### src/rtl/amo_pkg.sv
package amo_pkg;
  localparam int DATA_W = 64;
  localparam int HALF_W = 32;

  typedef enum logic [2:0] {
    ST_IDLE, ST_READ, ST_COMPUTE, ST_WRITE, ST_DONE
  } amo_state_e;

  typedef enum logic [2:0] {
    K_ADD, K_OR, K_AND, K_XOR, K_XCHG, K_CMPX
  } amo_kind_e;

  localparam logic [7:0] OP_ADD  = 8'h00;
  localparam logic [7:0] OP_OR   = 8'h40;
  localparam logic [7:0] OP_AND  = 8'h50;
  localparam logic [7:0] OP_XOR  = 8'ha0;
  localparam logic [7:0] OP_XCHG = 8'he1;
  localparam logic [7:0] OP_CMPX = 8'hf1;
  localparam logic [7:0] FETCH   = 8'h01;
endpackage

### src/rtl/amo_decode.sv
module amo_decode
  import amo_pkg::*;
(
  input  logic [7:0] op,
  input  logic [1:0] size,
  output logic       legal,
  output logic       wide,
  output logic       fetch,
  output amo_kind_e  kind
);
  logic op_ok;

  always_comb begin
    op_ok = 1'b1;
    kind  = K_ADD;
    unique case (op)
      OP_ADD, OP_ADD | FETCH: kind = K_ADD;
      OP_OR,  OP_OR  | FETCH: kind = K_OR;
      OP_AND, OP_AND | FETCH: kind = K_AND;
      OP_XOR, OP_XOR | FETCH: kind = K_XOR;
      OP_XCHG:                kind = K_XCHG;
      OP_CMPX:                kind = K_CMPX;
      default:                op_ok = 1'b0;
    endcase
  end

  // width codes 2 (32-bit) and 3 (64-bit) are the only accepted ones
  assign legal = op_ok & size[1];
  assign wide  = (size == 2'd3);
  assign fetch = op[0];
endmodule

### src/rtl/amo_alu.sv
module amo_alu
  import amo_pkg::*;
(
  input  amo_kind_e         kind,
  input  logic              wide,
  input  logic [DATA_W-1:0] old_val,
  input  logic [DATA_W-1:0] src_val,
  input  logic [DATA_W-1:0] cmp_val,
  output logic [DATA_W-1:0] new_val,
  output logic              do_write
);
  logic [DATA_W-1:0] raw;
  logic              match;

  always_comb begin
    unique case (kind)
      K_ADD:   raw = old_val + src_val;
      K_OR:    raw = old_val | src_val;
      K_AND:   raw = old_val & src_val;
      K_XOR:   raw = old_val ^ src_val;
      default: raw = src_val;
    endcase
  end

  assign match    = wide ? (old_val == cmp_val)
                         : (old_val[HALF_W-1:0] == cmp_val[HALF_W-1:0]);
  assign new_val  = wide ? raw : {{(DATA_W-HALF_W){1'b0}}, raw[HALF_W-1:0]};
  assign do_write = (kind != K_CMPX) | match;
endmodule

### src/rtl/atomic_rmw_unit.sv
module atomic_rmw_unit
  import amo_pkg::*;
#(
  parameter int ADDR_W = 32
) (
  input  logic              clk,
  input  logic              rst_n,
  input  logic              req_valid,
  output logic              req_ready,
  input  logic [ADDR_W-1:0] req_addr,
  input  logic [1:0]        req_size,
  input  logic [7:0]        req_op,
  input  logic [63:0]       req_src,
  input  logic [63:0]       req_r0,
  output logic              rsp_valid,
  input  logic              rsp_ready,
  output logic              rsp_illegal,
  output logic              src_wb_en,
  output logic [63:0]       src_wb_data,
  output logic              r0_wb_en,
  output logic [63:0]       r0_wb_data,
  output logic              mem_req,
  output logic              mem_we,
  output logic              mem_wide,
  output logic [ADDR_W-1:0] mem_addr,
  output logic [63:0]       mem_wdata,
  input  logic              mem_ready,
  input  logic [63:0]       mem_rdata,
  output logic              mem_lock
);
  localparam logic [DATA_W-1:0] LOW_MASK = {{(DATA_W-HALF_W){1'b0}}, {HALF_W{1'b1}}};

  amo_state_e        state;
  logic [ADDR_W-1:0] addr_q;
  logic              wide_q, fetch_q, illegal_q, wr_q;
  amo_kind_e         kind_q;
  logic [DATA_W-1:0] src_q, r0_q, old_q, new_q;

  logic              dec_legal, dec_wide, dec_fetch;
  amo_kind_e         dec_kind;
  logic [DATA_W-1:0] alu_new;
  logic              alu_write;

  amo_decode u_decode (
    .op(req_op), .size(req_size), .legal(dec_legal),
    .wide(dec_wide), .fetch(dec_fetch), .kind(dec_kind)
  );

  amo_alu u_alu (
    .kind(kind_q), .wide(wide_q), .old_val(old_q), .src_val(src_q),
    .cmp_val(r0_q), .new_val(alu_new), .do_write(alu_write)
  );

  always_ff @(posedge clk) begin
    if (!rst_n) begin
      state     <= ST_IDLE;
      addr_q    <= '0;
      wide_q    <= 1'b0;
      fetch_q   <= 1'b0;
      illegal_q <= 1'b0;
      wr_q      <= 1'b0;
      kind_q    <= K_ADD;
      src_q     <= '0;
      r0_q      <= '0;
      old_q     <= '0;
      new_q     <= '0;
    end else begin
      unique case (state)
        ST_IDLE: if (req_valid) begin
          addr_q    <= req_addr;
          wide_q    <= dec_wide;
          fetch_q   <= dec_fetch;
          kind_q    <= dec_kind;
          illegal_q <= !dec_legal;
          src_q     <= dec_wide ? req_src : (req_src & LOW_MASK);
          r0_q      <= dec_wide ? req_r0  : (req_r0  & LOW_MASK);
          state     <= dec_legal ? ST_READ : ST_DONE;
        end
        ST_READ: if (mem_ready) begin
          old_q <= wide_q ? mem_rdata : (mem_rdata & LOW_MASK);
          state <= ST_COMPUTE;
        end
        ST_COMPUTE: begin
          new_q <= alu_new;
          wr_q  <= alu_write;
          state <= alu_write ? ST_WRITE : ST_DONE;
        end
        ST_WRITE: if (mem_ready) state <= ST_DONE;
        ST_DONE:  if (rsp_ready) state <= ST_IDLE;
        default:  state <= ST_IDLE;
      endcase
    end
  end

  assign req_ready   = (state == ST_IDLE);
  assign rsp_valid   = (state == ST_DONE);
  assign rsp_illegal = rsp_valid & illegal_q;
  assign src_wb_en   = rsp_valid & !illegal_q & fetch_q & (kind_q != K_CMPX);
  assign r0_wb_en    = rsp_valid & !illegal_q & (kind_q == K_CMPX);
  assign src_wb_data = src_wb_en ? old_q : '0;
  assign r0_wb_data  = r0_wb_en  ? old_q : '0;

  assign mem_req   = (state == ST_READ) | (state == ST_WRITE);
  assign mem_we    = (state == ST_WRITE);
  assign mem_wide  = wide_q;
  assign mem_addr  = addr_q;
  assign mem_wdata = new_q;
  assign mem_lock  = (state == ST_READ) | (state == ST_COMPUTE) | (state == ST_WRITE);

  AST_LOCK_WITH_REQ: assert property (@(posedge clk) disable iff (!rst_n)
    mem_req |-> mem_lock) else $error("lock low during access");

  AST_LOCK_OFF_AT_RSP: assert property (@(posedge clk) disable iff (!rst_n)
    rsp_valid |-> !mem_lock && !mem_req) else $error("lock held at response");

  AST_ILLEGAL_SILENT: assert property (@(posedge clk) disable iff (!rst_n)
    rsp_illegal |-> !src_wb_en && !r0_wb_en) else $error("writeback on illegal");

  AST_ILLEGAL_NO_ACCESS: assert property (@(posedge clk) disable iff (!rst_n)
    (illegal_q && state != ST_IDLE) |-> !mem_req) else $error("access on illegal");

  AST_RSP_HOLD: assert property (@(posedge clk) disable iff (!rst_n)
    (rsp_valid && !rsp_ready) |=> rsp_valid && $stable(src_wb_data) && $stable(r0_wb_data)
      && $stable(src_wb_en) && $stable(r0_wb_en) && $stable(rsp_illegal))
    else $error("response changed under back-pressure");

  AST_WRITE_AFTER_COMPUTE: assert property (@(posedge clk) disable iff (!rst_n)
    $rose(mem_we) |-> $past(state) == ST_COMPUTE) else $error("write without read");

  AST_NARROW_UPPER_ZERO: assert property (@(posedge clk) disable iff (!rst_n)
    (mem_req && mem_we && !mem_wide) |-> mem_wdata[63:32] == 32'd0)
    else $error("upper half set on 32-bit write");

  AST_CMPX_FAIL_NO_WRITE: assert property (@(posedge clk) disable iff (!rst_n)
    (state == ST_COMPUTE && kind_q == K_CMPX &&
     (wide_q ? old_q != r0_q : old_q[31:0] != r0_q[31:0])) |=> !mem_we)
    else $error("write after failed compare");
endmodule

### config.mk
export PLATFORM = sky130hd
export DESIGN_NAME = atomic_rmw_unit
export DESIGN_NICKNAME = d
export VERILOG_FILES = /design/src/rtl/amo_pkg.sv /design/src/rtl/amo_decode.sv /design/src/rtl/amo_alu.sv /design/src/rtl/atomic_rmw_unit.sv
export SDC_FILE = /design/constraint.sdc
export NUM_CORES = 1
export LEC_CHECK = 0
export BUFFER_PORTS_ARGS = -buffer_cell sky130_fd_sc_hd__buf_2
export CORE_ASPECT_RATIO = 0.75
export CORE_UTILIZATION = 40
export DETAILED_ROUTE_END_ITERATION = 6
export GPL_ROUTABILITY_DRIVEN = 1
export GPL_TIMING_DRIVEN = 0
export HOLD_SLACK_MARGIN = 0.15
export PLACE_DENSITY = 0.72
export SYNTH_ARGS = -nofsm -noshare
export SYNTH_HDL_FRONTEND = slang
export SYNTH_SLANG_ARGS = --single-unit
### constraint.sdc
create_clock -name clk -period 7.6 [get_ports clk]
set_input_delay 0.38 -clock clk [delete_from_list [all_inputs] [get_ports clk]]
set_output_delay 0.38 -clock clk [all_outputs]
set_load 0.01 [all_outputs]
# --- Yosys cells after proc, flatten, opt, wreduce, memory -nomap -nowiden ---
# Cells that the tools add are included.
totals:
  reg_bits: 297
  in_bits: 239
  output_inout_bits: 233
  wordCells: 78
classes:
  n_addsub: 1
  eq_ne: 25
  muxes: 17
  bitwise_logic: 13
  n_reduce_logical: 12
op_table:
  columns: ["op", "count"]
  rows:
  - ["$mux W64", 6]
  - ["$pmux W64 S4", 1]
  - ["$add A64 B64 Y64", 1]
  - ["$and A64 B64 Y64", 1]
  - ["$eq A64 B64 Y1", 1]
  - ["$or A64 B64 Y64", 1]
  - ["$xor A64 B64 Y64", 1]
  - ["$eq A32 B32 Y1", 1]
  - ["$eq A8 B7 Y1 const B", 4]
  - ["$eq A8 B8 Y1 const B", 4]
  - ["$pmux W3 S5", 2]
  - ["$mux W3", 6]
  - ["$eq A3 B2 Y1 const B", 4]
  - ["$reduce_or A10 Y1", 1]
  - ["$eq A8 B1 Y1 const B", 1]
  - ["$logic_not A8 Y1", 1]
  - ["$and A1 B1 Y1", 6]
  - ["$eq A3 B1 Y1 const B", 2]
  - ["$eq A3 B3 Y1 const B", 2]
  - ["$logic_not A3 Y1", 2]
  - ["$reduce_or A2 Y1", 3]
  - ["$ne A2 B1 Y1 const B", 2]
  - ["$ne A2 B2 Y1 const B", 2]
  - ["$or A1 B1 Y1", 4]
  - ["6 further kinds", 9]

# --- Longest topological paths before layout ---
depth:
  word_depth: 7
  ltp_mapped: 14
  depth_no_buf: 12

# --- Modules after synthesis ---
# Synthesis repeated with hierarchy kept, for this count alone.
hier_totals:
  cells_unflattened: 2700
  area_unflattened_um2: 20552.2
modules_own_cells:
  columns: ["module", "n_inst", "cells_per_inst", "area_per_inst_um2", "seq_area_each_um2"]
  rows:
  - ["atomic_rmw_unit", 1, 1460, 12211.7, 5945.7]
  - ["amo_alu", 1, 1222, 8232.9, 0.0]
  - ["amo_decode", 1, 18, 107.6, 0.0]

# --- Least setup slack after synthesis ---
# No wires, ideal clock.
synth_timing:
  kind: "register to register"
  startpoint: "register old_q[19]"
  endpoint: "register new_q[62], in the netlist mem_wdata[62]"
  setup_ns: 0.117
  arrival_ns: 3.090
  required_ns: 7.483
  setup_slack_ns: 4.393
  stages_incl_launch_ff: 14
  n_path_buf: 1
  synth_period_minus_slack_ns: 3.207
  cell_sequence: "dfxtp_1 > inv_1 > ha_1 > buf_4 > nand4_2 > or3_4 > o21ba_1 > a211oi_2 > or4_4 > a31oi_4 > a31oi_4 > o41ai_2 > xnor2_1 > a22o_1"
synth_between:
  elab_chain_len: 3
synth_rtl:
  columns: ["item", "line", "source"]
  rows:
  - ["from (decl)", "atomic_rmw_unit.sv:37", "logic [DATA_W-1:0] src_q, r0_q, old_q, new_q;"]
  - ["from (signal assigned)", "atomic_rmw_unit.sv:80", "old_q <= wide_q ? mem_rdata : (mem_rdata & LOW_MASK);"]
  - ["$add A64 B64 Y64", "amo_alu.sv:17", "K_ADD: raw = old_val + src_val;"]
  - ["$pmux W64 S4", "amo_alu.sv:16", "unique case (kind)"]
  - ["$mux W64", "amo_alu.sv:27", "assign new_val = wide ? raw : {{(DATA_W-HALF_W){1'b0}}, raw[HALF_W-1:0]};"]
  - ["to (signal assigned)", "atomic_rmw_unit.sv:84", "new_q <= alu_new;"]
  - ["to (decl)", "atomic_rmw_unit.sv:37", null]
# Every way passes these cells.
# A chain may end at the register's enable or synchronous reset.

# --- Final worst setup path ---
layout_timing:
  startpoint: "register kind_q[2]"
  endpoint: "output port src_wb_data[58]"
layout_between:
  elab_chain_len: 3
layout_rtl:
  columns: ["item", "line", "source"]
  rows:
  - ["from (decl)", "atomic_rmw_unit.sv:36", "amo_kind_e kind_q;"]
  - ["from (signal assigned)", "atomic_rmw_unit.sv:73", "kind_q <= dec_kind;"]
  - ["$ne A3 B3 Y1", "atomic_rmw_unit.sv:98", "assign src_wb_en = rsp_valid & !illegal_q & fetch_q & (kind_q != K_CMPX);"]
  - ["$and A1 B1 Y1", "atomic_rmw_unit.sv:98", null]
  - ["$mux W64", "atomic_rmw_unit.sv:100", "assign src_wb_data = src_wb_en ? old_q : '0;"]
  - ["to (decl)", "atomic_rmw_unit.sv:19", "output logic [63:0] src_wb_data,"]
# Every way passes these cells.

==> results.json <==
{
  "status": "complete, but fails checks",
  "violations": "DRC",
  "die_h_um": 193,
  "worstSetupEndpointType": "output pin",
  "path_clk_slew_ns": 0.07,
  "finalSetupViolations": 0,
  "cts-hold-fix-buffers": 220,
  "clock_sinks": 297,
  "rows": 69,
  "start_kind": "register",
  "ys_warn_count": 0,
  "path_class": "reg2out",
  "numCtsBuffers": 34,
  "vias": 24016,
  "max_stage_delay_ns": 1.02,
  "slew_violations": 0,
  "path_cells": "clkbuf_1, nand3b_1, nand2_1, clkbuf_1, buf_1, nor4_1, buf_2",
  "first_iter_violations": 2967,
  "postLayoutCellArea_um2": 26100,
  "p_clk_frac": 0.453,
  "synth_edf_count": 0,
  "stdcell_count": 4002,
  "min_from": "req_op[0]",
  "track_usage": 0.384,
  "drtPass1Iterations": 7,
  "grt_max_degree": 14,
  "rsz0062_at_grt": "no",
  "die-area_um2": 49700,
  "p_sw_frac": 0.277,
  "cts-root-buf": "clkbuf_16",
  "clockBufferDepth": 3,
  "dp.cells": 3713,
  "synthCells": 2604,
  "cts_tree": "built",
  "p_total_mw": 4.05,
  "clk_latency_ns": 0.55,
  "whs_path_depth": 3,
  "dpl_cell_area_um2": 22700,
  "grt_pass1_vias": 22405,
  "yosysSeqAreaShare": 0.305,
  "p_comb_frac": 0.142,
  "yosysTopAreaCellShare": 0.305,
  "dpl.hpwl_um": 74600,
  "rr_endpoint": "mem_wdata[50]",
  "synthesis.nets": 2972,
  "area_growth_pct": 33.8,
  "synth-seq-cells": 297,
  "relSlewSlack": 0.0991,
  "grt_pass1_wl_um": 144000,
  "final-hold-violation-count": 0,
  "fmax_ghz": 0.209,
  "post_cts_buffers": 0,
  "path_max_fanout": 10,
  "synth_top_area_cell": "dfxtp_1",
  "period_share": 0.630,
  "drv_cap": 0,
  "p_switching_mw": 1.12,
  "cp.arrival_ns": 4.41,
  "worst-r2r-setup-slack_ns": 3.40,
  "netlist_area_um2": 19500,
  "setup_tns_ns": 0,
  "route.detailed.wl_per_inst_um": 24.9,
  "synth_common_cells": "nand2_1, a21oi_1, dfxtp_1",
  "fp.dieW_um": 257,
  "grt_antenna_before_repair": 12,
  "async_flop_share": 0,
  "synth-main-ff-cell": "dfxtp_1",
  "internal-power_mw": 2.93,
  "yosys.cell_types.count": 82,
  "h-tree-depth": 2,
  "worst_path_max_delay_cell": "clkbuf_1",
  "drc": 5,
  "fin_crit_ns": 4.79,
  "nets": 3698,
  "port-buffer-count": 470,
  "rr_worst_depth": 7,
  "cts_resized": 0,
  "post-place-ws_ns": 3.51,
  "synthTopCellsByArea": "dfxtp_1, ha_1, a21oi_1",
  "gp_congestion": 1.07,
  "final.setup.worst_slack_ns": 2.81,
  "drive_gt1_frac": 0.174,
  "critical_path.most_common_cell": "clkbuf_1",
  "tightestPinTransition_ns": 1.35,
  "ios": 472,
  "viasPerCell": 6.00,
  "drtAntennaViolNets": 0,
  "hp-class": "in2reg",
  "avgSynthCellArea_um2": 7.50,
  "powerDensity_nw_per_um2": 155,
  "overflow": 0,
  "start_util": 0.409,
  "wirelength_um": 99800,
  "whs_endpoint": "fetch_q",
  "synth.most_common_cell": "nand2_1",
  "final.fill_count": 4518,
  "p_seq_frac": 0.404,
  "worstPathRequired_ns": 7.22,
  "fin_skew_ns": 0.0171,
  "fp.coreArea_um2": 47700,
  "p_leak_nw": 10.7,
  "vdd_drop_max_mv": 0.201,
  "timing.rr.start": "state[1]"
}
==> power by group through the flow <==
stage	clock network [mW]	registers (mW)	logic (mW)
after detailed placement	0	1.67	0.461
after global placement	0	1.67	0.458
after floorplan	0	1.66	0.254
after global routing	1.89	1.64	0.615
after CTS	1.83	1.64	0.552
final	1.84	1.64	0.576
==> layout make-up <==
class / count / area (um^2) / area share
Multi-Input combinational cell: 1886 / 11900 / 0.455
Clock inverter: 13 / 220 / 0.00843
Clock buffer: 47 / 1000 / 0.0383
Inverter: 203 / 762 / 0.0292
Antenna cell: 9 / 22.5 / 0.000862
Timing Repair Buffer: 690 / 4550 / 0.174
Buffer: 218 / 941 / 0.0360
Tap cell: 639 / 800 / 0.0306
Sequential cell: 297 / 5950 / 0.228
==> logic make-up (layout without fill, tap and decap cells) <==
logic type               after synthesis  after routing  share of synthesized area
AO/OA/AOI/OAI                        676            676                      0.216
XOR/XNOR                             119            119                     0.0534
adder cells (fa/ha/maj)              129            129                     0.0831
buffers and inverters                421           1171                     0.0872
flip-flops                           297            297                      0.305
multiplexers                          60             60                     0.0424
other                                  0              9                          0
AND/OR/NAND/NOR                      902            902                      0.213
==> how the worst max path moves through the flow <==
stage / from / to / depth (start not counted)
detailed placement: kind_q[2] / src_wb_data[58] / 7
floorplan: old_q[19] / mem_wdata[62] / 13
global placement: kind_q[2] / src_wb_data[58] / 7
global route: kind_q[2] / src_wb_data[58] / 7
finish: kind_q[2] / src_wb_data[58] / 7
CTS: kind_q[2] / src_wb_data[58] / 7
==> layout by cell type (no fill, tap or decap), drive strengths merged, types with 9 or more instances in the layout <==
cell,count
inv,203
buf,511
dlygate4sd3,220
xor2,41
nand3,58
a21oi,319
a211oi,11
a21o,19
o21bai,19
o21a,9
a221oi,29
dfxtp,297
nor4,142
nor3,35
nand4,43
o211ai,16
o31ai,11
mux4,18
xnor2,78
o22ai,10
nor2,157
clkbuf,224
and3,10
nand2,407
ha,128
o21ai,83
a22oi,80
nand2b,11
a31oi,11
mux2i,41
diode,9
==> flip-flops by register name (all words and copies together), names as in the netlist <==
signal and count:
kind_q 3, r0_q 64, state 3, mem_wide 1, illegal_q 1, src_q 64, fetch_q 1, old_q 64
mem_addr 32, mem_wdata 64
==> layer usage <==
layer	up-vias	track usage	part of all wire
li1	10629	-	-
met1	11350	0.514	0.40
met2	1685	0.551	0.40
met3	346	0.118	0.14
met4	6	0.199	0.057
met5	-	0	0.00031
==> per-stage QoR <==
stage                      util  hold WS, ns
after floorplan               -        0.437
after global placement    0.475        0.440
after detailed placement  0.475        0.443
after CTS                 0.547        0.151
after global routing      0.547        0.162
final                     0.547        0.156
==> critical path: cells and delay by family, from the launching register on <==
family | cells | cell delay [ns]
buf+inv | 4 | 2.41
flops | 1 | 0.32
simple gates | 3 | 1.13
(Power assumes the default switching activity.)
